## config.mk

```make
export PLATFORM = sky130hd
export DESIGN_NAME = simd_ror
export DESIGN_NICKNAME = d
export VERILOG_FILES = /design/src/rtl/simd_ror_pkg.sv /design/src/rtl/simd_ror_elem_rot.sv /design/src/rtl/simd_ror_rotator.sv /design/src/rtl/simd_ror_active.sv /design/src/rtl/simd_ror.sv
export SDC_FILE = /design/constraint.sdc
export NUM_CORES = 1
export LEC_CHECK = 0
export ABC_AREA = 1
export BUFFER_PORTS_ARGS = -buffer_cell sky130_fd_sc_hd__buf_4
export CORE_ASPECT_RATIO = 1.25
export CORE_MARGIN = 2
export CORE_UTILIZATION = 40
export DETAILED_ROUTE_END_ITERATION = 10
export MAX_ROUTING_LAYER = met4
export PLACE_DENSITY = 0.71
export SYNTH_ARGS = -nofsm -noshare
export SYNTH_HDL_FRONTEND = slang
export SYNTH_SLANG_ARGS = --single-unit
```

## constraint.sdc

```tcl
create_clock -name clk_i -period 0.8 [get_ports clk_i]
set_input_delay 0.08 -clock clk_i [delete_from_list [all_inputs] [get_ports clk_i]]
set_output_delay 0.08 -clock clk_i [all_outputs]
set_load 0.01 [all_outputs]
```

## src/rtl/simd_ror_pkg.sv

```systemverilog
package simd_ror_pkg;
  localparam int unsigned LANE_W   = 64;
  localparam int unsigned LANE_B   = LANE_W / 8;
  localparam int unsigned N_WIDTHS = 4;

  typedef enum logic [1:0] {
    EW8  = 2'd0,
    EW16 = 2'd1,
    EW32 = 2'd2,
    EW64 = 2'd3
  } ew_e;

  typedef logic [LANE_W-1:0] lane_t;
  typedef logic [LANE_B-1:0] byte_en_t;
endpackage

```

## src/rtl/simd_ror_elem_rot.sv

```systemverilog
module simd_ror_elem_rot #(
  parameter int unsigned EW = 8
) (
  input  logic [EW-1:0] d_i,
  input  logic [EW-1:0] a_i,
  output logic [EW-1:0] r_o
);
  localparam int unsigned SH_W = $clog2(EW);

  logic [SH_W-1:0] sh;
  logic [2*EW-1:0] dbl;

  assign sh  = a_i[SH_W-1:0];
  assign dbl = {d_i, d_i} >> sh;
  assign r_o = dbl[EW-1:0];
endmodule

```

## src/rtl/simd_ror_rotator.sv

```systemverilog
module simd_ror_rotator
  import simd_ror_pkg::*;
(
  input  lane_t       data_i,
  input  lane_t       amt_i,
  input  logic [1:0]  sew_i,
  output lane_t       rot_o
);
  lane_t rot_w [N_WIDTHS];

  for (genvar s = 0; s < N_WIDTHS; s++) begin : g_width
    localparam int unsigned EW = 8 << s;
    localparam int unsigned NE = LANE_W / EW;
    for (genvar e = 0; e < NE; e++) begin : g_elem
      simd_ror_elem_rot #(.EW(EW)) u_rot (
        .d_i (data_i[e*EW +: EW]),
        .a_i (amt_i[e*EW +: EW]),
        .r_o (rot_w[s][e*EW +: EW])
      );
    end
  end

  always_comb begin
    unique case (sew_i)
      EW8:     rot_o = rot_w[0];
      EW16:    rot_o = rot_w[1];
      EW32:    rot_o = rot_w[2];
      default: rot_o = rot_w[3];
    endcase
  end
endmodule

```

## src/rtl/simd_ror_active.sv

```systemverilog
module simd_ror_active
  import simd_ror_pkg::*;
#(
  parameter int unsigned IDX_W = 8
) (
  input  logic [LANE_B-1:0] mask_i,
  input  logic              mask_en_i,
  input  logic [1:0]        sew_i,
  input  logic [IDX_W-1:0]  base_i,
  input  logic [IDX_W-1:0]  vstart_i,
  input  logic [IDX_W-1:0]  vl_i,
  output byte_en_t          byte_en_o
);
  localparam int unsigned CMP_W = IDX_W + 1;

  logic [CMP_W-1:0] start_x, end_x;
  byte_en_t         en_w [N_WIDTHS];

  assign start_x = {1'b0, vstart_i};
  assign end_x   = {1'b0, vl_i};

  for (genvar s = 0; s < N_WIDTHS; s++) begin : g_width
    for (genvar b = 0; b < LANE_B; b++) begin : g_byte
      localparam int unsigned ELEM = b >> s;
      logic [CMP_W-1:0] idx;
      logic             in_body;
      assign idx         = {1'b0, base_i} + CMP_W'(ELEM);
      assign in_body     = (idx >= start_x) && (idx < end_x);
      assign en_w[s][b]  = in_body && (!mask_en_i || mask_i[ELEM]);
    end
  end

  always_comb begin
    unique case (sew_i)
      EW8:     byte_en_o = en_w[0];
      EW16:    byte_en_o = en_w[1];
      EW32:    byte_en_o = en_w[2];
      default: byte_en_o = en_w[3];
    endcase
  end
endmodule

```

## src/rtl/simd_ror.sv

```systemverilog
module simd_ror
  import simd_ror_pkg::*;
#(
  parameter int unsigned IDX_W = 8
) (
  input  logic              clk_i,
  input  logic              rst_ni,
  input  logic              valid_i,
  input  logic [63:0]       data_i,
  input  logic [63:0]       amt_i,
  input  logic [63:0]       old_i,
  input  logic [7:0]        mask_i,
  input  logic              mask_en_i,
  input  logic [1:0]        sew_i,
  input  logic [IDX_W-1:0]  base_i,
  input  logic [IDX_W-1:0]  vstart_i,
  input  logic [IDX_W-1:0]  vl_i,
  output logic              valid_o,
  output logic [63:0]       result_o
);
  lane_t    rot;
  lane_t    merged;
  byte_en_t byte_en;

  simd_ror_rotator u_rot (
    .data_i (data_i),
    .amt_i  (amt_i),
    .sew_i  (sew_i),
    .rot_o  (rot)
  );

  simd_ror_active #(.IDX_W(IDX_W)) u_act (
    .mask_i    (mask_i),
    .mask_en_i (mask_en_i),
    .sew_i     (sew_i),
    .base_i    (base_i),
    .vstart_i  (vstart_i),
    .vl_i      (vl_i),
    .byte_en_o (byte_en)
  );

  for (genvar b = 0; b < LANE_B; b++) begin : g_merge
    assign merged[b*8 +: 8] = byte_en[b] ? rot[b*8 +: 8] : old_i[b*8 +: 8];
  end

  always_ff @(posedge clk_i or negedge rst_ni) begin
    if (!rst_ni) begin
      valid_o  <= 1'b0;
      result_o <= '0;
    end else begin
      valid_o <= valid_i;
      if (valid_i) result_o <= merged;
    end
  end
endmodule

```

Yosys cells after proc, flatten, opt, wreduce, memory -nomap -nowiden
Index checks and enable logic that the tools add are counted.

Output and inout port bits: 65. Register bits: 65. Logic and storage cells: 78. Input bits: 230.

Shift operators: 15. Add/subtract/negate cells: 7. Muxes and demuxes: 10. Eq/ne operators: 2. $lt $le $gt $ge: 16. Reductions and logical operators: 26.

Operators by type and width (number): $pmux W64 S3 (1); $shr A128 B6 Y64 (1); $shr A16 B3 Y8 (8); $shr A32 B4 Y16 (4); $shr A64 B5 Y32 (2); $mux W8 (8); $ge A9 B8 Y1 (7); $lt A9 B8 Y1 (7); $add A8 B3 Y9 const B (4); $pmux W8 S3 (1); $add A8 B2 Y9 const B (2); $logic_and A1 B1 Y1 (16); $add A8 B1 Y9 const B (1); $ge A8 B8 Y1 (1); $logic_or A1 B1 Y1 (8); $lt A8 B8 Y1 (1); $eq A2 B1 Y1 const B (1); $eq A2 B2 Y1 const B (1); $logic_not A2 Y1 (1); $logic_not A1 Y1 (1).

Logic depth before layout (Yosys ltp)
Depth after elaboration: 6. Depth in mapped cells: 24. Mapped depth without buffers: 23.

Cells and area by module
From an unflattened synthesis, not the netlist that was laid out.

Cells, all modules: 4458. Area, all modules: 24624.9 um^2.

By module, submodules not included: simd_ror_elem_rot (u_rot.g_width[3].g_elem[0].u_rot) (instances 1, area each 4460.5 um^2, cells an instance 980); simd_ror_elem_rot (u_rot.g_width[2].g_elem[0].u_rot ...) (instances 2, area each 2108.3 um^2, cells an instance 392); simd_ror_elem_rot (u_rot.g_width[1].g_elem[0].u_rot ...) (instances 4, area each 983.4 um^2, cells an instance 176); simd_ror (instances 1, area each 3677.3 um^2, cells an instance 543); simd_ror_active (instances 1, area each 3636.0 um^2, cells an instance 582); simd_ror_elem_rot (u_rot.g_width[0].g_elem[0].u_rot ...) (instances 8, area each 336.6 um^2, cells an instance 62); simd_ror_rotator (instances 1, area each 2008.2 um^2, cells an instance 369).

Least setup slack after synthesis
No wires, ideal clock.

Path kind: in2reg. Start point: in base_i[3]. End point: reg result_o[33]. Stages on the path: 17. Setup slack: -1.806 ns. Arrival: 2.489 ns. Cell sequence: clkbuf_1 nand2_1 nor3_1 nand2_1 xor2_1 ha_1 nand2_1 nor4_1 nand2_1 nand3_2 nand3_2 nand3_4 nand2_4 nand2_1 nand2_1 nand2_1 nand2_1.

Cells in the longest elaborated chain, start to end: 6. Elaborated cells on any way between the ends: 21.

Ends and longest elaborated chain: start, declared (RTL line simd_ror.sv:15) `input logic [IDX_W-1:0] base_i,`; $add A8 B1 Y9 (tied with other cells) (RTL line simd_ror_active.sv:27) `assign idx = {1'b0, base_i} + CMP_W'(ELEM);`; $ge A9 B8 Y1 / $lt A9 B8 Y1 (equally long branches) (RTL line simd_ror_active.sv:28) `assign in_body = (idx >= start_x) && (idx < end_x);`; $logic_and A1 B1 Y1 (RTL line simd_ror_active.sv:28); $logic_and A1 B1 Y1 (RTL line simd_ror_active.sv:29) `assign en_w[s][b] = in_body && (!mask_en_i || mask_i[ELEM]);`; $pmux W8 S3 * (RTL line simd_ror_active.sv:34) `unique case (sew_i)`; $mux W8 * (RTL line simd_ror.sv:43) `assign merged[b*8 +: 8] = byte_en[b] ? rot[b*8 +: 8] : old_i[b*8 +: 8];`; end signal, assigned (RTL line simd_ror.sv:52) `if (valid_i) result_o <= merged;`; end, declared (RTL line simd_ror.sv:19) `output logic [63:0] result_o`.

Mark *: on every way between the ends. The rest lies on a longest branch, timed or not. A chain may end at the register's enable or synchronous reset.

Final worst setup path
Start point: in base_i[3]. End point: reg result_o[11].

Cells in the longest elaborated chain, start to end: 6. Elaborated cells on any way between the ends: 11.

Ends and longest elaborated chain (RTL line): $add A8 B1 Y9 (simd_ror_active.sv:27); $ge A9 B8 Y1 / $lt A9 B8 Y1 (equally long branches) (simd_ror_active.sv:28); $logic_and A1 B1 Y1 (simd_ror_active.sv:28); $logic_and A1 B1 Y1 (simd_ror_active.sv:29); $pmux W8 S3 * (simd_ror_active.sv:34); $mux W8 * (simd_ror.sv:43).

Marks and branches as above.

==> flow_summary.toml <==
[status]
outcome = "finished, violations left"
violations = "negative setup slack"

[synth]
ys.flop_type = "dfrtp_1"
synth_area_leader_cell = "nand2_1"
syn_area_um2 = 18700
syn_area_per_cell_um2 = 5.03
syn-num-nets = 4058
synthTopCellsByArea = "nand2_1 31%, nand3_1 25%, dfrtp_1 8.7%"
ys_async_sr_fraction_pct = 100
synth_cells = 3713
synth_edf_count = 0
ys_types = 44
synth_warnings = 0
ys_seq_area_share_pct = 8.70
ys_ff_latch = 65
synth_top_area_share_pct = 31.5

[sta]
layout_setup_ws_ps = -1520
period_minus_slack_ps = 2320
finClkSkew_ps = 0
relSlewSlack_pct = 55.0
hold_viol = 0
fmax_mhz = 431
worst_slew_pin_slew_ps = 674
setup_viol = 129
drv_slew = 0
rsz0062_at_grt = "true"
min_period_over_period_pct = 290
hold_slack_ps = 6.46

[global_route]
antenna_found_initial = 0
grt_pass1_wl_um = 154000
grtUsageMet3_pct = 5.98
grtUsageMet1_pct = 44.9
grtUsageMet2_pct = 70.6
grt_max_degree = 49
gr-max-usage-layer = "met2"
grt.total_usage_pct = 42.8
gr-total-overflow = 0
first_global_vias = 26627

[power_and_ir_drop]
irDropWorstVdd_v = 0.00107
p_per_area_nw_per_um2 = 1080
total_power_mw = 29.4
leakagePower_nw = 15.0

[cts]
cts_tree = "done"
numCtsBuffers = 9
clk_latency_ps = 350
root_buffer = "clkbuf_16"
cts_buffer_depth = 2
numClockSinks = 65
path_clk_slew_ps = 60
htree_levels = 3

[setup_path]
worst_ep_required_time_ps = 1040
crit_arrival_ps = 2560
crit_path_end_kind = "flip-flop"
cp_max_fo = 6
rrSetupSlack_ps = -110
worst_setup_path_start_kind = "primary input"
path_class = "in2reg"

[final_layout]
multi_input_area_um2 = 16300
register_area_um2 = 1640
final_common_cell = "nand2_1"
mostFrequentLayoutCells = "1533 x nand2_1, 903 x nand3_1, 685 x buf_4, 198 x inv_1, 128 x a21oi_1"
finalNonFillerCells = 4932
finish.net_count = 4687
area_growth_pct = 45.5
drive_gt1_share_pct = 24.9
fillers = 4609
n_antenna_cell = 0

[routing]
num_vias = 28367
via_per_inst = 5.75
post_drt_wl_per_cell_um = 21.2
wirelength_um = 104000
route.detailed.drc = 0
first_pass_iters = 6
drt_iter0_drc = 2639
antenna_left = 0

[place]
dpl.hpwl_um = 83700
place_congestion = 1.08
numPortBuffers = 261
dp_slack_ps = -1930
dp.cells = 4859

[floorplanning]
core_um2 = 46100
fp.dieH_um = 246
die_area_um2 = 48500
die_w_um = 197
fp-row-count = 88
start_util_pct = 40.5
io_pins = 295

[worst_hold_path]
worstHoldPathType = "in2reg"

[run]
cap_violations = 0
## repair_timing
action                                  in CTS  in global routing
setup buffers                               27                 26
resized for setup                          161                110
hold buffers                                 2                  0
hold endpoints to repair                    66                  0
endpoints found under the setup margin     129                129
gates cloned                                 3                  0
pin swaps                                   67                 44
## synthesized netlist by cell type (5+ instances only)
| cell | instances |
|---|---|
| nor2_4 | 5 |
| xor2_1 | 28 |
| a21o_1 | 5 |
| o21ai_1 | 18 |
| nand4_1 | 11 |
| o21ai_0 | 122 |
| buf_4 | 16 |
| buf_1 | 44 |
| nand2_1 | 1566 |
| nand3_2 | 5 |
| mux2i_1 | 5 |
| nand3b_1 | 7 |
| nand2_2 | 11 |
| buf_2 | 56 |
| ha_1 | 115 |
| o211ai_1 | 24 |
| nand3_1 | 939 |
| nor3_1 | 18 |
| inv_1 | 212 |
| inv_2 | 14 |
| or2_2 | 22 |
| a21oi_1 | 136 |
| dfrtp_1 | 65 |
| clkinv_1 | 6 |
| clkbuf_1 | 94 |
| nor2_1 | 136 |
## flip-flops by register name, summed over array words and instances (netlist names)
register / flops
valid_o: 1
result_o: 64
## where the power goes
part	switching, mW	internal, mW	total [mW]
logic	12.3	8.47	20.8
clock network	1.79	2.49	4.27
registers	0.533	3.80	4.33
## area by class of cell
cell class	instances	area share (%)
multi-input combinational	3206	60.0
timing repair buffer	828	26.9
sequential	65	6.02
inverter	232	3.32
tap	585	2.69
clock buffer	9	0.828
clock inverter	7	0.318
## cells by family after synthesis
kind of cell	synth area share, %
AND/OR/NAND/NOR	63.1
buffers and inverters	9.72
AO/OA/AOI/OAI	9.01
adder cells (fa/ha/maj)	7.70
flip-flops	8.70
XOR/XNOR	1.45
multiplexers	0.268
## worst paths after layout
path                               from      endpoint  depth (start not counted)
setup / recovery              base_i[3]  result_o[11]                         16
hold reg to reg             result_o[6]   result_o[6]                          2
hold / removal                 old_i[0]   result_o[0]                          3
min in group asynchronous        rst_ni  result_o[45]                          2
setup reg to reg           result_o[19]  result_o[19]                          4
max in group asynchronous        rst_ni  result_o[56]                          3
## metrics by stage
stage          TNS [ps]  area [µm²]  utilization [%]
2_1_floorplan    -80130       18900                -
3_3_place_gp    -112100       25200             54.6
3_5_place_dp    -115490       25200             54.6
5_1_grt         -108560       27200             58.9
4_1_cts          -96690       26500             57.4
6_report        -100120       27200             58.9
## critical path, stage by stage
cell	delay [ps]
buf_6	100
buf_12	130
nand2_8	70
nor3_4	260
buf_4	180
nand3_1	90
xor2_1	310
ha_1	340
nand2_4	110
nand4_1	150
buf_4	200
nand2_8	100
buf_6	140
o2111ai_2	120
nand2_1	110
nand2_1	70
## layer usage
metal  vias up  routed length [µm]  share of wire (%)
li1      13488                   -                  -
met1     12861               36800                 35
met2      1463               48700                 47
met3       555                7430                7.1
met4         0               11400                 11
met5         -                   0                  0
(Power assumes the default switching activity.)
